File: config.mk
export PLATFORM = sky130hd
export DESIGN_NAME = i2s_tx_serializer
export DESIGN_NICKNAME = d
export VERILOG_FILES = /design/src/rtl/i2s_tx_serializer.sv
export SDC_FILE = /design/constraint.sdc
export NUM_CORES = 1
export LEC_CHECK = 0
export BUFFER_PORTS_ARGS = -buffer_cell sky130_fd_sc_hd__buf_2
export CORE_ASPECT_RATIO = 1.75
export CORE_MARGIN = 5
export CORE_UTILIZATION = 55
export CTS_CLUSTER_SIZE = 40
export DETAILED_ROUTE_END_ITERATION = 10
export GPL_TIMING_DRIVEN = 0
export PLACE_DENSITY_LB_ADDON = 0.15
export SETUP_SLACK_MARGIN = 0.1
export SYNTH_ARGS = -nofsm -noshare
export SYNTH_HDL_FRONTEND = slang
export SYNTH_SLANG_ARGS = --single-unit
File: constraint.sdc
create_clock -name clk -period 7.8 [get_ports clk]
set_clock_uncertainty 0.15 [all_clocks]
set_input_delay 1.56 -clock clk [delete_from_list [all_inputs] [get_ports clk]]
set_output_delay 1.56 -clock clk [all_outputs]
set_load 0.02 [all_outputs]
File: src/rtl/i2s_tx_serializer.sv
module i2s_tx_serializer #(
  parameter int DEPTH = 8,
  parameter int HW    = 9,
  parameter int LW    = $clog2(DEPTH) + 1
) (
  input  logic          clk,
  input  logic          rst_n,
  input  logic          bclk_en,
  input  logic          wr_en,
  input  logic [31:0]   wr_data,
  input  logic [1:0]    cfg_width,
  input  logic          cfg_mono,
  input  logic          cfg_stop,
  input  logic          cfg_reset,
  input  logic          cfg_mute,
  input  logic [HW-1:0] cfg_half,
  input  logic [LW-1:0] req_level,
  output logic          sd_out,
  output logic          ws_out,
  output logic [LW-1:0] fifo_level,
  output logic          req_flag,
  output logic          underrun
);
  localparam int AW = $clog2(DEPTH);

  logic [31:0]   mem [DEPTH];
  logic [AW-1:0] wp, rp;
  logic [LW-1:0] level;
  logic [1:0]    width_q;
  logic [HW-1:0] cnt;
  logic          ws_q, sd_q, urun_q;
  logic [31:0]   shreg, hold;

  logic tick, edge_t, to_left, to_right;
  logic w8, w32, need_pop, empty, pop, push;
  logic [31:0] fetched, right_pk;

  function automatic logic [31:0] align(input logic [31:0] v, input logic [1:0] wc);
    case (wc)
      2'b00:   align = {v[7:0], 24'b0};
      2'b01:   align = {v[15:0], 16'b0};
      default: align = v;
    endcase
  endfunction

  assign tick     = bclk_en & ~cfg_stop & ~cfg_reset;
  assign edge_t   = tick & (cnt >= cfg_half);
  assign to_left  = edge_t & ws_q;
  assign to_right = edge_t & ~ws_q;
  assign w8       = (width_q == 2'b00);
  assign w32      = (width_q == 2'b11);
  assign empty    = (level == '0);
  assign need_pop = to_left | (to_right & w32 & ~cfg_mono);
  assign pop      = need_pop & ~empty;
  assign push     = wr_en & ~cfg_reset & (level != LW'(DEPTH));
  assign fetched  = empty ? 32'b0 : mem[rp];
  assign right_pk = w8 ? {24'b0, fetched[15:8]} : {16'b0, fetched[31:16]};

  always_ff @(posedge clk or negedge rst_n)
    if (!rst_n)                    width_q <= 2'b11;
    else if (cfg_width != 2'b10)   width_q <= cfg_width;

  always_ff @(posedge clk)
    if (push) mem[wp] <= wr_data;

  always_ff @(posedge clk or negedge rst_n) begin
    if (!rst_n) begin
      wp <= '0; rp <= '0; level <= '0;
    end else if (cfg_reset) begin
      wp <= '0; rp <= '0; level <= '0;
    end else begin
      if (push) wp <= wp + 1'b1;
      if (pop)  rp <= rp + 1'b1;
      if (push & ~pop)      level <= level + 1'b1;
      else if (pop & ~push) level <= level - 1'b1;
    end
  end

  always_ff @(posedge clk or negedge rst_n) begin
    if (!rst_n) begin
      cnt <= '1; ws_q <= 1'b1; sd_q <= 1'b0;
      shreg <= '0; hold <= '0; urun_q <= 1'b0;
    end else if (cfg_reset) begin
      cnt <= '1; ws_q <= 1'b1; sd_q <= 1'b0;
      shreg <= '0; hold <= '0; urun_q <= 1'b0;
    end else if (tick) begin
      sd_q <= cfg_mute ? 1'b0 : shreg[31];
      if (need_pop & empty) urun_q <= 1'b1;
      if (edge_t) begin
        cnt  <= '0;
        ws_q <= ~ws_q;
      end else begin
        cnt  <= cnt + 1'b1;
      end
      if (to_left) begin
        shreg <= align(fetched, width_q);
        hold  <= cfg_mono ? align(fetched, width_q) : align(right_pk, width_q);
      end else if (to_right) begin
        shreg <= (w32 & ~cfg_mono) ? fetched : hold;
      end else begin
        shreg <= {shreg[30:0], 1'b0};
      end
    end
  end

  assign sd_out     = sd_q;
  assign ws_out     = ws_q;
  assign fifo_level = level;
  assign req_flag   = (level <= req_level);
  assign underrun   = urun_q;
endmodule

### Yosys cells after proc, flatten, opt, wreduce, memory -nomap -nowiden

Memories as Yosys holds them, arrays and structs flattened.
Index checks and enable logic that the tools add are counted.

| word-level totals | value |
|---|---|
| register bits after elaboration | 88 |
| bits in latches | 0 |
| RAM bits | 256 |
| bits in read-only memories | 0 |
| input port bits | 55 |
| output and inout port bits | 8 |
| word-level logic and storage cells | 90 |
| memories kept | 1 |

Memories:

| memory | depth | bits a word | read ports | clocked after memory_dff | write ports | RTL line | source |
|---|---|---|---|---|---|---|---|
| mem | 8 | 32 | 1 | 0 | 1 | 26 | `logic [31:0] mem [DEPTH];` |

| operators by class | value |
|---|---|
| add/sub/neg operators | 5 |
| multiply operators | 0 |
| divide/modulo/power cells | 0 |
| order comparisons | 2 |
| eq/ne operators | 4 |
| shifts and indexed selects | 0 |
| muxes and demuxes | 34 |
| bitwise logic cells | 22 |
| reduce and logical (&&, ||, !) cells | 12 |

Operator list:

| operator | count |
|---|---|
| $mux W32 | 10 |
| $pmux W32 S2 | 2 |
| $mux W9 | 3 |
| $mux W16 | 1 |
| $and A1 B1 Y1 | 14 |
| $mux W3 | 4 |
| $mux W4 | 3 |
| $reduce_bool A2 Y1 | 6 |
| $mux W1 | 11 |
| $add A9 B1 Y9 const B | 1 |
| $ge A9 B9 Y1 | 1 |
| $not A1 Y1 | 7 |
| $add A3 B1 Y3 const B | 2 |
| $reduce_and A2 Y1 | 3 |
| $add A4 B1 Y4 const B | 1 |
| $le A4 B4 Y1 | 1 |
| $logic_not A4 Y1 | 1 |
| $ne A4 B4 Y1 const B | 1 |
| $sub A4 B1 Y4 const B | 1 |
| $reduce_bool A3 Y1 | 1 |
| $eq A2 B1 Y1 const B | 1 |
| $eq A2 B2 Y1 const B | 1 |
| $logic_not A2 Y1 | 1 |
| $ne A2 B2 Y1 const B | 1 |
| $or A1 B1 Y1 | 1 |

### Longest topological paths before layout

| depth | value |
|---|---|
| word-level depth | 13 |
| depth in mapped cells | 13 |
| mapped depth without buffers | 12 |

### Worst setup path after synthesis

Ideal clock, no wire load.

| path | value |
|---|---|
| path kind | input-to-reg |
| start point | input port cfg_reset |
| end point | memory mem[0][0] (enable) |
| setup time | 461 ps |
| data arrival time | 4393 ps |
| required time | 7189 ps |
| path slack | 2796 ps |
| cell stages on the path | 3 |
| buffers on the path | 1 |
| path through | clkbuf_1 -> or3_1 -> nor3_1 |

| between the ends | value |
|---|---|
| longest elaborated chain between the ends | 5 |

Ends and longest elaborated chain:

| element | RTL line | source |
|---|---|---|
| from (decl) | 14 | `input logic cfg_reset,` |
| $not A1 Y1 | 55 | `assign push = wr_en & ~cfg_reset & (level != LW'(DEPTH));` |
| $and A1 B1 Y1 (2 in series) | 55 |  |
| $mux W1 | 64 | `if (push) mem[wp] <= wr_data;` |
| $mux W1 (implied by the code) | 64 |  |
| to (decl) | 26 |  |

No other way between the ends.

### Worst setup path after layout

| path | value |
|---|---|
| start point | input port cfg_half[2] |
| end point | register level[3] (netlist: fifo_level[3]) |

| between the ends | value |
|---|---|
| longest elaborated chain between the ends | 11 |
| elaborated cells on any way between the ends | 14 |

Ends and longest elaborated chain:

| element | RTL line | source |
|---|---|---|
| from (decl) | 16 | `input logic [HW-1:0] cfg_half,` |
| $ge A9 B9 Y1 * | 47 | `assign edge_t = tick & (cnt >= cfg_half);` |
| $and A1 B1 Y1 * | 47 |  |
| $and A1 B1 Y1 | 49 | `assign to_right = edge_t & ~ws_q;` |
| $and A1 B1 Y1 (2 in series) | 53 | `assign need_pop = to_left \| (to_right & w32 & ~cfg_mono);` |
| $or A1 B1 Y1 * | 53 |  |
| $and A1 B1 Y1 * | 54 | `assign pop = need_pop & ~empty;` |
| $not A1 Y1 | 74 | `if (push & ~pop) level <= level + 1'b1;` |
| $and A1 B1 Y1 | 74 |  |
| $mux W4 | 74 |  |
| $mux W4 | 69 | `end else if (cfg_reset) begin` |
| to (signal assigned) | 74 |  |
| to (signal assigned) | 75 | `else if (pop & ~push) level <= level - 1'b1;` |
| to (decl) | 28 | `logic [LW-1:0] level;` |

Mark *: on every way between the ends. The rest lies on a longest branch, timed or not.
A chain may end at the register's enable or synchronous reset.

==> impl_metrics.json <==
{
  "cts_setup_buffers": 0,
  "fin_ws_ps": 3180,
  "yosysWarnings": 0,
  "grt-ovfl-total": 0,
  "period_needed_ps": 4620,
  "ys_types": 66,
  "startpoint_type": "primary input",
  "core_sq_um": 27800,
  "syn_area_sq_um": 15300,
  "synthTopCellsByCount": "256 x edfxtp_1, 83 x nand2_1, 76 x dfrtp_1, 63 x mux2i_1, 61 x nor2_1",
  "min_path_cells": 2,
  "yosysTopAreaCell": "edfxtp_1",
  "leakage_nw": 6.10,
  "fp.dieW_microns": 136,
  "start_util": 0.552,
  "cts_max_level": 1,
  "synth_top_area_share": 0.501,
  "post_cts_resized": 0,
  "via_per_inst": 6.28,
  "drt-initial-drc-count": 878,
  "r2r_cells": 13,
  "ys_top_cells_by_area": "edfxtp_1 50%, dfrtp_1 12%, mux4_2 5.3%",
  "fp.dieArea_sq_um": 31500,
  "cts_hold_buf": 0,
  "place_area_sq_um": 16400,
  "cts_root_buffer": "clkbuf_16",
  "rr_endpoint": "fifo_level[3]$_DFFE_PN0P_",
  "multi_input_area_sq_um": 5030,
  "synth-seq-cells": 344,
  "rr_startpoint": "cnt[0]$_DFFE_PN1P_",
  "ys_seq_area_frac": 0.646,
  "cts_tree": "built",
  "status": "complete, no violations",
  "io_pins": 63,
  "fin_crit_sh": 0.593,
  "cp-end-kind": "flop",
  "drt_wl_total_microns": 40900,
  "dp_hpwl_microns": 29100,
  "min_from": "shreg[30]$_DFFE_PN0P_",
  "cts_buffers": 30,
  "nNetsFinal": 1293,
  "fin_util": 0.629,
  "rows": 81,
  "timing.fmax_mhz": 216,
  "grt_use_total": 0.267,
  "firstDrtPassIters": 5,
  "drc": 0,
  "final_max_slew_viol_count": 0,
  "syn_inst": 1114,
  "path_class": "in -> reg",
  "yosysMostFrequentCell": "edfxtp_1",
  "clock_path_buffers": 3,
  "vias": 10149,
  "rsz0062_at_grt": "false",
  "clk_pin_slew_ps": 70,
  "clk_latency_ps": 580,
  "synth_edf_count": 256,
  "hold-path-endpoint": "shreg[30]$_DFFE_PN0P_",
  "drt-wirelength-per-cell_microns": 25.3,
  "cap_violations": 0,
  "synthFlopType": "edfxtp_1",
  "vdd_drop_max_mv": 0.230,
  "setup_viol": 0,
  "grt_max_degree": 50,
  "fin_area_sq_um": 17500,
  "maxSlewHeadroom": 0.348,
  "arrival_ps": 4920,
  "area_growth_pct": 13.8,
  "critPathMaxFanout": 10,
  "avgSynthCellArea_sq_um": 13.8,
  "fillers": 2180,
  "async_flop_share": 0.256,
  "grt_pass1_wl_microns": 62800,
  "ant_nets": 0,
  "hold_ws_ps": 332,
  "hold_path.class": "reg -> reg",
  "synth.net_count": 1188,
  "clock-sinks": 344,
  "hold_viol": 0,
  "antenna_found_initial": 2,
  "seqCellArea_sq_um": 9900,
  "post-place-ws_ps": 2600,
  "port_buffers": 60,
  "place.gp.congestion": 0.995,
  "cp_data_required_time_ps": 8090,
  "setup_tns_ps": 0,
  "drive_gt1_frac": 0.177,
  "grt_pass1_vias": 10688,
  "r2r_slack_ps": 3680,
  "worstMarginPinSlew_ps": 970,
  "die_h_microns": 231,
  "power.density_nw_per_um2": 245
}
[power breakdown]
part | leakage (nW) | total (mW) | internal, mW | switching, mW
clock network | 0.505 | 1.60 | 0.953 | 0.651
logic | 2.12 | 0.598 | 0.194 | 0.404
registers | 3.48 | 2.08 | 2.04 | 0.0381
[sequential cells by signal, indices dropped and copies added (netlist names)]
register	flops
cnt	9
fifo_level	4
hold	32
mem	256
rp	3
sd_out	1
shreg	32
underrun	1
width_q	2
wp	3
ws_out	1
[how the worst max path moves through the flow]
stage                      startpoint                        end  cells past startpoint
after floorplan             cfg_reset        mem[0][0]$_DFFE_PP_                      3
after global placement      cfg_reset       mem[1][17]$_DFFE_PP_                      4
after detailed placement  cfg_half[2]  fifo_level[3]$_DFFE_PN0P_                     14
after CTS                 cfg_half[2]  fifo_level[3]$_DFFE_PN0P_                     14
after global routing      cfg_half[2]  fifo_level[3]$_DFFE_PN0P_                     14
final                     cfg_half[2]  fifo_level[3]$_DFFE_PN0P_                     14
[cells in the final DEF (no fill, tap or decap), types with 6 or more instances in the layout]
master and instances:
nor2b_1 9, ha_1 18, clkbuf_1 44, o221ai_1 9
o32ai_1 6, mux2i_1 63, buf_2 74, dfstp_2 12
clkinv_1 8, buf_6 9, a22oi_1 44, a22o_1 11
o211ai_1 29, nor3_1 10, o21ai_0 45, a211oi_1 9
bufinv_16 7, nor2_1 55, and3_1 9, dfrtp_1 76
inv_1 24, nor2_4 6, mux2_2 14, mux4_2 36
o21ai_1 37, buf_4 7, a21oi_1 54, buf_1 12
nand2b_1 6, nand3_1 32, a31oi_1 6, clkbuf_16 31
edfxtp_1 256, nand2_1 83
[cells by family (layout without fill, tap and decap cells)]
logic type,after synthesis,count (layout),synth area share
flops,344,344,0.646
compound gates,287,287,0.124
simple gates,236,236,0.0703
mux,121,121,0.111
buf+inv,101,229,0.0301
fa+ha+maj,19,19,0.0160
xor+xnor,6,6,0.00343
other cells,0,1,0
[cell type report]
class | instances | share of cell area
Timing Repair Buffer | 73 | 0.0307
Sequential cell | 344 | 0.567
Multi-Input combinational cell | 669 | 0.288
Buffer | 76 | 0.0211
Clock buffer | 37 | 0.0457
Tap cell | 373 | 0.0267
Clock inverter | 18 | 0.0148
Antenna cell | 1 | 0.000143
Inverter | 25 | 0.00537
[worst max-delay path, cell delays in order]
cell and delay [ps]:
buf_2 80, inv_1 30, ha_1 300, a21oi_1 110
o21ai_0 160, a211oi_1 330, clkbuf_1 480, nor3_1 240
or3_1 460, ha_1 290, a21o_1 180, a21oi_1 160
mux2i_1 220, mux2_1 330
[through the flow]
| stage | cells | total power [mW] |
|---|---|---|
| floorplan | 1114 | 2.47 |
| global placement | 1547 | 2.68 |
| detailed placement | 1560 | 2.70 |
| CTS | 1615 | 4.29 |
| global route | 1616 | 4.43 |
| finish | 1616 | 4.28 |
[layer usage]
metal | vias up | track usage | share of wire
met2 | 390 | 0.465 | 0.52
li1 | 4535 | - | -
met1 | 5079 | 0.306 | 0.36
met4 | 2 | 0.165 | 0.069
met5 | - | 0 | 0.00027
met3 | 143 | 0.0366 | 0.051
Power figures use the tool's default switching activity.
